## src/rtl/irtx_pkg.sv

```systemverilog
package irtx_pkg;

  localparam int NKEY     = 4;
  localparam int KI_W     = $clog2(NKEY);
  localparam int CODE_W   = 3;
  localparam int TK_W     = 8;

  localparam int BURST_TK = 6;
  localparam int HDR_TK   = 30;
  localparam int ONE_TK   = 10;
  localparam int ZERO_TK  = 20;
  localparam int REST_TK  = 200;
  localparam int LAST_SYM = 6;

  typedef enum logic [2:0] {
    ST_IDLE,
    ST_MARK,
    ST_SPACE,
    ST_STOP,
    ST_REST
  } irtx_st_e;

  function automatic logic [CODE_W-1:0] key_code(input logic [KI_W-1:0] idx);
    case (idx)
      2'd0:    key_code = 3'b001;
      2'd1:    key_code = 3'b100;
      2'd2:    key_code = 3'b101;
      default: key_code = 3'b111;
    endcase
  endfunction

  function automatic logic sym_bit(input logic [CODE_W-1:0] code, input logic [2:0] sym);
    case (sym)
      3'd1:    sym_bit = code[0];
      3'd2:    sym_bit = code[1];
      3'd3:    sym_bit = code[2];
      3'd4:    sym_bit = ~code[0];
      3'd5:    sym_bit = ~code[1];
      3'd6:    sym_bit = ~code[2];
      default: sym_bit = 1'b0;
    endcase
  endfunction

endpackage

```

## src/rtl/irtx_sync.sv

```systemverilog
module irtx_sync #(
  parameter int W = 4
) (
  input  logic         clk,
  input  logic         rst_n,
  input  logic [W-1:0] d_i,
  output logic [W-1:0] q_o
);

  logic [W-1:0] meta_q;
  logic [W-1:0] hold_q;

  always_ff @(posedge clk or negedge rst_n) begin
    if (!rst_n) begin
      meta_q <= '0;
      hold_q <= '0;
    end else begin
      meta_q <= d_i;
      hold_q <= meta_q;
    end
  end

  assign q_o = hold_q;

endmodule

```

## src/rtl/irtx_tick.sv

```systemverilog
module irtx_tick #(
  parameter int DIV = 800
) (
  input  logic clk,
  input  logic rst_n,
  input  logic clr_i,
  output logic tick_o
);

  localparam int CW = $clog2(DIV + 1);
  localparam logic [CW-1:0] TOP = CW'(DIV - 1);

  logic [CW-1:0] cnt_q, cnt_d;

  always_comb begin
    if (clr_i || cnt_q == TOP) cnt_d = '0;
    else                       cnt_d = cnt_q + 1'b1;
  end

  always_ff @(posedge clk or negedge rst_n) begin
    if (!rst_n) cnt_q <= '0;
    else        cnt_q <= cnt_d;
  end

  assign tick_o = (cnt_q == TOP);

  AST_TICK_RANGE: assert property (@(posedge clk) disable iff (!rst_n)
    cnt_q <= TOP);

endmodule

```

## src/rtl/irtx_carrier.sv

```systemverilog
module irtx_carrier #(
  parameter int HALF = 105
) (
  input  logic clk,
  input  logic rst_n,
  input  logic en_i,
  output logic ir_o
);

  localparam int DW = $clog2(HALF + 1);
  localparam logic [DW-1:0] TOP = DW'(HALF - 1);

  logic [DW-1:0] div_q, div_d;
  logic          lvl_q, lvl_d;

  always_comb begin
    div_d = div_q;
    lvl_d = lvl_q;
    if (!en_i) begin
      div_d = '0;
      lvl_d = 1'b1;
    end else if (div_q == TOP) begin
      div_d = '0;
      lvl_d = ~lvl_q;
    end else begin
      div_d = div_q + 1'b1;
    end
  end

  always_ff @(posedge clk or negedge rst_n) begin
    if (!rst_n) begin
      div_q <= '0;
      lvl_q <= 1'b1;
    end else begin
      div_q <= div_d;
      lvl_q <= lvl_d;
    end
  end

  assign ir_o = en_i & lvl_q;

  AST_CAR_FLIP: assert property (@(posedge clk) disable iff (!rst_n)
    (en_i && $past(en_i) && $past(div_q) == TOP) |-> (lvl_q != $past(lvl_q)));
  AST_CAR_PHASE: assert property (@(posedge clk) disable iff (!rst_n)
    $rose(en_i) |-> ir_o);

endmodule

```

## src/rtl/ir_frame_tx.sv

```systemverilog
module ir_frame_tx
  import irtx_pkg::*;
#(
  parameter int CAR_HALF = 105,
  parameter int TICK_DIV = 800
) (
  input  logic            clk,
  input  logic            rst_n,
  input  logic [NKEY-1:0] key_i,
  output logic            ir_o,
  output logic            busy_o
);

  logic [1:0] rs_q;
  logic       rst_ln;

  always_ff @(posedge clk or negedge rst_n) begin
    if (!rst_n) rs_q <= '0;
    else        rs_q <= {rs_q[0], 1'b1};
  end
  assign rst_ln = rs_q[1];

  logic [NKEY-1:0] ksync;

  irtx_sync #(.W(NKEY)) u_sync (
    .clk   (clk),
    .rst_n (rst_ln),
    .d_i   (key_i),
    .q_o   (ksync)
  );

  irtx_st_e          st_q, st_d;
  logic [2:0]        sym_q, sym_d;
  logic [TK_W-1:0]   tk_q, tk_d;
  logic [CODE_W-1:0] code_q, code_d;
  logic [KI_W-1:0]   sel_q, sel_d;
  logic [KI_W-1:0]   pick;
  logic [TK_W-1:0]   plen;
  logic              tick, done, clr, burst_on;

  irtx_tick #(.DIV(TICK_DIV)) u_tick (
    .clk    (clk),
    .rst_n  (rst_ln),
    .clr_i  (clr),
    .tick_o (tick)
  );

  always_comb begin
    pick = '0;
    for (int i = NKEY - 1; i >= 0; i--) begin
      if (ksync[i]) pick = KI_W'(i);
    end
  end

  always_comb begin
    case (st_q)
      ST_MARK, ST_STOP: plen = TK_W'(BURST_TK);
      ST_REST:          plen = TK_W'(REST_TK);
      ST_SPACE: begin
        if (sym_q == 3'd0)               plen = TK_W'(HDR_TK);
        else if (sym_bit(code_q, sym_q)) plen = TK_W'(ONE_TK);
        else                             plen = TK_W'(ZERO_TK);
      end
      default:          plen = TK_W'(1);
    endcase
  end

  assign done = tick && (tk_q == plen - 1'b1);
  assign clr  = (st_q == ST_IDLE) || done;

  always_comb begin
    st_d   = st_q;
    sym_d  = sym_q;
    code_d = code_q;
    sel_d  = sel_q;
    if (done)      tk_d = '0;
    else if (tick) tk_d = tk_q + 1'b1;
    else           tk_d = tk_q;
    case (st_q)
      ST_IDLE: begin
        tk_d = '0;
        if (|ksync) begin
          st_d   = ST_MARK;
          sym_d  = 3'd0;
          sel_d  = pick;
          code_d = key_code(pick);
        end
      end
      ST_MARK:  if (done) st_d = ST_SPACE;
      ST_SPACE: begin
        if (done) begin
          if (sym_q == 3'(LAST_SYM)) st_d = ST_STOP;
          else begin
            st_d  = ST_MARK;
            sym_d = sym_q + 1'b1;
          end
        end
      end
      ST_STOP:  if (done) st_d = ST_REST;
      ST_REST: begin
        if (done) begin
          if (ksync[sel_q]) begin
            st_d  = ST_MARK;
            sym_d = 3'd0;
          end else begin
            st_d  = ST_IDLE;
          end
        end
      end
      default:  st_d = ST_IDLE;
    endcase
  end

  always_ff @(posedge clk or negedge rst_ln) begin
    if (!rst_ln) begin
      st_q   <= ST_IDLE;
      sym_q  <= '0;
      tk_q   <= '0;
      code_q <= '0;
      sel_q  <= '0;
    end else begin
      st_q   <= st_d;
      sym_q  <= sym_d;
      tk_q   <= tk_d;
      code_q <= code_d;
      sel_q  <= sel_d;
    end
  end

  assign burst_on = (st_q == ST_MARK) || (st_q == ST_STOP);
  assign busy_o   = (st_q != ST_IDLE);

  irtx_carrier #(.HALF(CAR_HALF)) u_car (
    .clk   (clk),
    .rst_n (rst_ln),
    .en_i  (burst_on),
    .ir_o  (ir_o)
  );

  AST_DARK_IDLE: assert property (@(posedge clk) disable iff (!rst_ln)
    !busy_o |-> !ir_o);
  AST_CODE_HELD: assert property (@(posedge clk) disable iff (!rst_ln)
    (st_q != ST_IDLE && $past(st_q) != ST_IDLE) |-> $stable(code_q));
  AST_SYM_RANGE: assert property (@(posedge clk) disable iff (!rst_ln)
    sym_q <= 3'(LAST_SYM));
  AST_BUSY_START: assert property (@(posedge clk) disable iff (!rst_ln)
    $rose(busy_o) |-> (st_q == ST_MARK && sym_q == 3'd0));

endmodule

```

## config.mk

```make
export PLATFORM = sky130hd
export DESIGN_NAME = ir_frame_tx
export DESIGN_NICKNAME = d
export VERILOG_FILES = /design/src/rtl/irtx_pkg.sv /design/src/rtl/irtx_sync.sv /design/src/rtl/irtx_tick.sv /design/src/rtl/irtx_carrier.sv /design/src/rtl/ir_frame_tx.sv
export SDC_FILE = /design/constraint.sdc
export NUM_CORES = 1
export LEC_CHECK = 0
export BUFFER_PORTS_ARGS = -buffer_cell sky130_fd_sc_hd__buf_2
export CAP_MARGIN = 20
export CORE_UTILIZATION = 30
export DETAILED_ROUTE_END_ITERATION = 6
export PLACE_DENSITY = 0.53
export SLEW_MARGIN = 20
export SYNTH_ARGS = -nofsm -noshare
export SYNTH_HDL_FRONTEND = slang
export SYNTH_SLANG_ARGS = --single-unit
```

## constraint.sdc

```tcl
create_clock -name clk -period 1.58 [get_ports clk]
set_input_delay 0.237 -clock clk [delete_from_list [all_inputs] [get_ports clk]]
set_output_delay 0.237 -clock clk [all_outputs]
set_load 0.01 [all_outputs]
```

-- Word-level counts from Yosys, hierarchy flattened
Index checks and enable logic that the tools add are counted.
- equal/unequal tests: 23
- order comparisons: 1
- $add $sub $neg: 5
- mux-type cells: 35
- reductions and logical operators: 15
- bitwise gates (word level): 5
- operators by type and width (operator ; number):
    3-bit two-way mux ; 10
    8-bit two-way mux ; 3
    8-bit case mux with 3 select lines ; 1
    3-bit case mux with 3 select lines ; 2
    3-bit case mux with 5 select lines ; 1
    7-bit two-way mux ; 2
    2-bit inequality test (second input constant) ; 7
    3-bit by 2-bit == test with 1-bit output (second input constant) ; 4
    3-bit == test (second input constant) ; 4
    10-bit by 1-bit adder with 10-bit output (second input constant) ; 1
    10-bit == test (second input constant) ; 1
    10-bit two-way mux ; 1
    2-bit two-way mux ; 5
    5-bit two-way mux ; 2
    3-bit nonzero test ; 3
    8-bit by 1-bit adder with 8-bit output (second input constant) ; 1
    8-bit == test ; 1
    8-bit by 1-bit subtractor with 8-bit output (second input constant) ; 1
    7-bit by 1-bit adder with 7-bit output (second input constant) ; 1
    7-bit == test (second input constant) ; 1
    3-bit by 1-bit == test with 1-bit output (second input constant) ; 2
    3-bit logical NOT ; 2
    1-bit two-way mux ; 6
    1-bit case mux with 6 select lines ; 1
    other kinds (16) ; 21
- output and inout port bits: 2
- input port bits: 6
- logic and storage cells: 95
- flip-flop bits (word level): 47

-- Logic depth before layout (Yosys ltp)
Gate-level depths: netlist of run 1.
- depth after elaboration: 13
- mapped depth: 9
- mapped depth without buffers: 9

-- Hierarchy
A second synthesis of run 1 with hierarchy kept.
- cells, all modules: 260
- area, all modules: 2572.5 sq um
- by module, submodules not included (module ; cells each ; seq. area each (sq um) ; area each (sq um) ; instances):
    ir_frame_tx ; 166 ; 525.5 ; 1501.4 ; 1
    irtx_tick ; 49 ; 250.2 ; 496.7 ; 1
    irtx_carrier ; 37 ; 201.4 ; 374.1 ; 1
    irtx_sync ; 8 ; 200.2 ; 200.2 ; 1

-- Worst setup path before layout of run 1
No wires, ideal clock.
- path kind: register -> register
- start: register st_q[2]
- end: register sym_q[0]
- arrival: 2652 ps
- buffers on the path: 2
- path slack: -1200 ps
- setup time: 128 ps
- required time: 1452 ps
- clock period less this slack: 2780 ps
- stages on the path, launching flop included: 10
- path through: dfrtp_1 -> buf_6 -> or3b_1 -> buf_2 -> a31o_1 -> a2111o_1 -> or4_4 -> nor4_2 -> a21boi_1 -> mux2_1
- cells in the longest elaborated chain, start to end: 8
- elaborated cells between the ends (all ways): 18
- those cells by class: 1 x add/sub; 10 x eq/ne; 2 x mux; 5 x reduce/logical
- RTL lines (item ; RTL line ; source):
    from (decl) ; ir_frame_tx.sv:32 ; irtx_st_e st_q, st_d;
    from (signal assigned) ; ir_frame_tx.sv:122 ; st_q <= st_d;
    3-bit by 1-bit == test with 1-bit output or 3-bit by 2-bit == test with 1-bit output (tied branches) ; ir_frame_tx.sv:56 ; case (st_q)
    2-bit OR reduction ; ir_frame_tx.sv:56 ;
    8-bit case mux with 3 select lines ; ir_frame_tx.sv:56 ;
    8-bit by 1-bit subtractor with 8-bit output ; ir_frame_tx.sv:68 ; assign done = tick && (tk_q == plen - 1'b1);
    8-bit == test ; ir_frame_tx.sv:68 ;
    1-bit logical AND ; ir_frame_tx.sv:68 ;
    2-bit inequality test (no source line) ; -- ;
    6-bit AND reduction (no source line) ; -- ;
    to (signal assigned) ; ir_frame_tx.sv:123 ; sym_q <= sym_d;
    to (decl) ; ir_frame_tx.sv:33 ; logic [2:0] sym_q, sym_d;
Parallel ways exist; a longest one is shown, timed or not.
A chain may end at the register's enable or synchronous reset.

-- Worst setup path after layout of run 1
- start: register st_q[2]
- end: register sym_q[2]
The elaborated chain is that of the path after synthesis.

==> summary.txt, run 1 <==
Yosys
  – Post-synth cell types: ~50
  – Synthesized cell area: 2490 µm²
  – Syn nets: 267
  – Avg Cell Area, Syn: 9.90 µm²
  – Syn Inst Count: approximately 250
  – Synthesized flop and latch total: 47
  – FFs w/ async S/R, synth: 100%
  – YS warnings: 0
  – Post-synth EDFFs: 0
  – Post-synthesis sequential area ratio: 47.2%
  – Synth Flop Type: dfrtp_1

Final layout
  – Fin area: 3520 µm²
  – N_diodes: 0
  – Commonest cells after routing, fill and taps aside: buf_4 (66), dfrtp_1 (45), nor2_1 (28), nand2_1 (19), nand3_1 (15)
  – Share of cells above drive strength 1: 39.0%
  – Syn-to-layout area delta: 41.2%
  – Most common cell after layout, fill and taps aside: buf_4
  – Final net count: 350

Routing
  – Iter 0 DRT Violations: 72
  – 1st-pass router iterations: 4
  – Routed vias: 2,100
  – Drt via density: 4.79
  – DRC: 0
  – DRT antenna net count: 0
  – Final wirelength: ~5600 µm
  – Routed len/inst: 12.8 µm

Floorplan
  – Starting Density: between 30% and 40%
  – # rows: 32
  – Die Area: 8680 µm²
  – # IOs: 8
  – Core ar.: 7890 µm²
  – Die X: between 90 and 100 µm
  – Chip height: 93.2 µm

Clocking
  – Bufs on Longest Clock Path: 2
  – H-Tree Depth: 2
  – CTS tree: built
  – Reg clk slew, reported paths: 0.10 ns
  – Clock latency on the worst-skew pair: 0.32 ns
  – CTS Root Cell: clkbuf_8
  – Clock sinks: 47
  – Num CTS Buffers: 5

Timing
  – Final WS setup: -1.11 ns
  – Hold slack: 0.0228 ns
  – Fin crit period: 2.69 ns
  – RSZ-0062 raised after global routing: yes
  – Final hold vios: 0
  – FMAX: 372 MHz
  – Period utilization: 170%
  – Final setup viols: 15
  – Max Slew Vio Count: 0
  – Worst Skew: 0.00898 ns

Placed design
  – PortBufs: 7
  – RePlAce Congestion: 0.832
  – Pre-CTS setup slack: -1.15 ns
  – Hpwl dp: 3980 µm
  – Placement-stage cell area: 3120 µm²

GRT
  – Grt total ovfl: 0
  – Tot GR Track Use: 14.3%
  – Initial antenna violation count: 0
  – Largest net degree at the start of global routing: 30
  – First-pass GRT wire length: 9730 µm
  – Number of global-route vias before repair: roughly 2,200

Power and ir drop
  – Max VDD drop: a little over 0.8 mV
  – Leak pwr: about 1.6 nW
  – Pwr/cell area: 849 nW/µm²

Worst setup path
  – CP endpoint kind: flop
  – CP max FO: 3
  – CP Class: flop to flop
  – Cell family with most CP delay: simple AND/OR/NAND/NOR gates
  – CP peak stage delay: 0.47 ns
  – Startpoint Class: flop
  – Critical path required time: around 1.8 ns
  – WP data arrival: 2.89 ns
  – Slowest cell on the critical path: or4_4
  – CP Cell Sequence: or3b_4 > a31o_1 > a2111o_1 > or4_4 > nor4_4 > a21boi_2 > mux2_1
  – Buffers and inverters on the worst path: 0

Hold path
  – Worst hold path class: input pin to flop

Status
  – Failing checks: negative setup slack
  – Status: finished, violations left

Flow run
  – MaxCap Viol Count: 0
[repair_timing]
| action | CTS | global route |
|---|---|---|
| setup buffers | 11 | 3 |
| hold buffers | 1 | 0 |
| setup endpoints to repair | 17 | 24 |
| hold endpoints to repair | 2 | 0 |
| cloned | 0 | 0 |
| pin swaps | 6 | 6 |
| resized for setup | 29 | 21 |
[cells by family (layout without fill, tap and decap cells)]
group           Yosys count  in the layout  synth area share, %
other cells               1              1                0.150
simple gates            119            119                 24.9
buf+inv                  16            100                 2.81
xor+xnor                 16             16                 5.62
fa+ha+maj                 9              9                 4.52
compound gates           37             37                 10.8
mux                       7              7                 3.96
flops                    47             47                 47.2
[final cells by class]
type | instances | area, µm²
repair buffers | 84 | 672
well taps | 102 | 128
flip-flops and latches | 47 | 1180
clock inverters | 3 | 27.5
multi-input cells | 189 | 1410
inverters | 8 | 32.5
fillers | 754 | 4370
clock buffers | 5 | 68.8
[flip-flops by register name, indices dropped and copies added (netlist names)]
register	flops
sym_q	3
u_car.lvl_q	1
u_sync.meta_q	4
code_q	3
u_sync.q_o	4
tk_q	8
u_tick.cnt_q	10
st_q	3
rs_q	2
u_car.div_q	7
sel_q	2
[synth_stat cells (all sizes together) (5+ instances only)]
master / count / area [µm²]
nor3: 8 / 40.0
dfrtp: 46 / 1150
inv: 8 / 30.0
and3: 5 / 31.3
or3: 7 / 43.8
ha: 9 / 113
xnor2: 7 / 61.3
nand3: 17 / 85.1
nand2b: 12 / 75.1
nor2: 29 / 111
nand2: 19 / 71.3
clkbuf: 5 / 18.8
xor2: 9 / 78.8
a21oi: 9 / 45.0
[layer usage]
| layer | track usage, % | part of all wire (%) | up-vias |
|---|---|---|---|
| li1 | - | - | 1053 |
| met1 | 18.1 | 48 | 1020 |
| met2 | 24.3 | 49 | 19 |
| met3 | 2.68 | 1.8 | 8 |
| met4 | 5.26 | 1.8 | 0 |
| met5 | 0 | 0 | - |
[stage by stage]
stage               utilization (%)  cells  total power [mW]  setup TNS (ns)
global route                   44.6    438              3.17          -14.92
global placement               39.6    418              2.14          -13.55
CTS                            43.5    437              3.00          -13.26
finish                         44.6    438              2.99          -13.39
floorplan                         -    252              1.87          -14.29
detailed placement             39.6    418              2.15          -14.03
[power by group]
group / internal [mW] / switching (mW)
sequential: 1.38 / 0.156
combinational: 0.364 / 0.278
clock: 0.329 / 0.483
total: 2.07 / 0.917
[path summary, 6_finish.rpt]
kind | startpoint | to | slack (ns) | cells past startpoint
worst max-delay path | st_q[2] | sym_q[2] | -1.11 | 7
worst min-delay path | key_i[3] | u_sync.meta_q[3] | 0.02 | 1
worst max register to register | st_q[2] | sym_q[2] | -1.11 | 7
worst min register to register | rs_q[1] | u_sync.q_o[3] | 0.20 | 0
max in group asynchronous | rs_q[1] | u_car.lvl_q | 0.83 | 1
min in group asynchronous | rs_q[1] | u_sync.q_o[3] | 0.20 | 0
Power figures use the tool's default switching activity.
==> run 2, diff against run 1 <==
--- a/constraint.sdc
+++ b/constraint.sdc
@@ -3,2 +3,2 @@
 set_output_delay 0.237 -clock clk [all_outputs]
-set_load 0.01 [all_outputs]
+set_load 0.02 [all_outputs]
==> summary.txt, run 2 (synthesized netlist as in run 1, its figures left out) <==
Status
  – Status: finished, violations left
  – Failing checks: negative setup slack

Final layout
  – Filler Cell Count: 726 (-3.7%)
  – Seq. cell area: 1180 µm² (+0.21%)
  – Largest register FFs: 10 (unchanged)
  – Final net count: 346 (-1.1%)
  – Syn-to-layout area delta: 41.9%
  – Biggest register: u_tick.cnt_q
  – N_diodes: 0 (unchanged)
  – Share of cells above drive strength 1: 40.1% (+1.1 points)
  – Final Non-Filler Cells: 434 (-0.91%)
  – Most common cell after layout, fill and taps aside: buf_4
  – Commonest cells after routing, fill and taps aside: buf_4 (62), dfrtp_1 (43), nor2_1 (28), nand2_1 (19), nand3_1 (15)
  – Area of the multi-input gates: 1450 µm² (+2.7%)
  – Biggest regs: u_tick.cnt_q: 10 flops, tk_q: 8 flops, u_car.div_q: 7 flops

Worst setup path
  – R2R Setup Slk: -1.07 ns (+0.04 ns)
  – Startpoint Class: flop
  – CP peak stage delay: 0.46 ns (about the same)
  – Reg2reg start: sym_q[0]
  – Cell family with most CP delay: compound AO/OA/AOI/OAI gates
  – Setup crit end: sym_q[2]
  – CP Cell Sequence: ha_2 > ha_4 > a31o_1 > a2111o_1 > or4_4 > nor4_4 > a21boi_2 > mux2_4
  – Reg2reg path depth: 8 (+1)
  – CP max FO: 4 (+1)
  – Worst path depth: 8 (+1)
  – Worst Setup SP: sym_q[0]
  – Slowest cell on the critical path: or4_4
  – Buffers and inverters on the worst path: 0 (unchanged)
  – CP Class: flop to flop
  – R2r endpoint: sym_q[2]
  – Critical path required time: 1.77 ns (-0.02 ns)
  – WP data arrival: 2.84 ns (-0.05 ns)
  – CP endpoint kind: flop

Hold path
  – Hold path startpoint: key_i[1]
  – Worst hold path class: input pin to flop

GRT
  – Largest net degree at the start of global routing: 32 (+6.7%)
  – Tot GR Track Use: 14.0% (-0.31 points)
  – Number of global-route vias before repair: 1,996 (-7.2%)
  – Initial antenna violation count: 0 (unchanged)
  – First-pass GRT wire length: 9450 µm (-2.9%)
  – Grt total ovfl: 0 (unchanged)

Routing
  – DRT antenna net count: 0 (unchanged)
  – Routed len/inst: 12.8 µm (about the same)
  – Drt via density: 4.80 (+0.20%)
  – Routed vias: 2,085 (-0.71%)
  – 1st-pass router iterations: 4 (unchanged)
  – Iter 0 DRT Violations: 68 (-5.6%)
  – DRC: 0 (unchanged)
  – Final wirelength: 5570 µm (-0.92%)

Clocking
  – CTS Root Cell: clkbuf_8
  – Reg clk slew, reported paths: 0.09 ns (about the same)
  – Bufs on Longest Clock Path: 2 (unchanged)
  – Clock latency on the worst-skew pair: 0.30 ns (-0.02 ns)
  – Num CTS Buffers: 5 (unchanged)
  – H-Tree Depth: 2 (unchanged)
  – Clock sinks: 47 (unchanged)
  – CTS tree: built

Floorplan
  – # IOs: 8 (unchanged)
  – Starting Density: 31.6% (unchanged)
  – # rows: 32 (unchanged)
  – Die X: 93.2 µm (unchanged)
  – Core ar.: 7890 µm² (unchanged)
  – Die Area: 8680 µm² (unchanged)
  – Chip height: 93.2 µm (unchanged)

Flow run
  – MaxCap Viol Count: 0 (unchanged)

Timing
  – RSZ-0062 raised after global routing: yes
  – Final setup viols: 15 (unchanged)
  – Worst Skew: 0.00632 ns (-0.00265 ns)
  – Period utilization: 168% (-2.4 points)
  – FMAX: 378 MHz (+1.4%)
  – Final hold vios: 0 (unchanged)
  – Final WS setup: -1.07 ns (+0.0374 ns)
  – Fin crit period: 2.65 ns (-0.0374 ns)
  – Hold slack: 0.0333 ns (+0.0105 ns)
  – Max Slew Vio Count: 0 (unchanged)

Power and ir drop
  – Pwr/cell area: 833 nW/µm² (-2.0%)
  – Max VDD drop: 0.661 mV (-18%)
  – Leak pwr: 1.62 nW (-0.67%)
  – Total power: 2.95 mW (-1.5%)

Placed design
  – Hpwl dp: 3960 µm (-0.54%)
  – RePlAce Congestion: 0.821 (-1.3%)
  – Dpl cells: 414 (-0.96%)
  – Pre-CTS setup slack: -1.19 ns (-0.0431 ns)
  – PortBufs: 7 (unchanged)
-- run 2: cell types whose count changed in the layout (fill, tap and decap cells not counted), sizes merged --
cell,previous run,this run
buf,83,79
inv,10,8
clkbuf,5,6
clkinv,0,1
-- run 2: metrics by stage --
| step | utilization [%] | area [µm²] | TNS, ns |
|---|---|---|---|
| finish | 44.9 | 3540 | -13.22 |
| global route | 44.9 | 3540 | -14.58 |
| CTS | 43.2 | 3400 | -13.04 |
| detailed placement | 39.2 | 3090 | -14.61 |
| global placement | 39.2 | 3090 | -13.44 |
| floorplan | - | 2500 | -14.35 |
-- run 2: metal layers --
metal,part of all wire [%],GRT usage (%),vias to the layer above
li1,-,-,1047
met1,50,18.9,1020
met2,47,22.1,12
met3,1.5,3.17,6
met4,1.4,4.62,0
met5,0,0,-
-- run 2: report_power, final --
group | leakage (nW) | internal, mW | switching (mW) | total (mW)
clock | 0.0474 | 0.358 | 0.422 | 0.780
combinational | 0.984 | 0.358 | 0.279 | 0.637
sequential | 0.590 | 1.38 | 0.149 | 1.53
-- run 2: worst register-to-register path, delay by kind of cell (launching register included) --
family	cells	cell delay, ns
muxes	1	0.31
AOI/OAI and AO/OA	3	0.72
DFF	1	0.43
and+or+nand+nor	2	0.69
adders and majority gates	2	0.39
-- run 2: worst min path at each step --
stage | endpoint | slack, ns | cells past startpoint
after floorplan | rs_q[0] | -0.06 | 0
after global placement | rs_q[0] | 0.02 | 1
after detailed placement | rs_q[0] | 0.02 | 1
after CTS | u_sync.meta_q[0] | 0.02 | 1
after global routing | u_sync.meta_q[3] | 0.01 | 1
final | u_sync.meta_q[1] | 0.03 | 1
-- run 2: final cells by class --
type                            count  share of cell area (%)
Multi-Input combinational cell    189                    41.1
Sequential cell                    47                    33.4
Inverter                            8                   0.849
Timing Repair Buffer               80                    18.3
Clock buffer                        6                    2.33
Clock inverter                      2                   0.460
Tap cell                          102                    3.61
-- run 2: timing repair --
action,4_1_cts,5_1_grt
gates resized for setup,38,23
endpoints found under the setup margin,16,22
hold buffers,1,0
hold endpoints to repair,2,0
buffers inserted,7,6
pin swaps,9,9
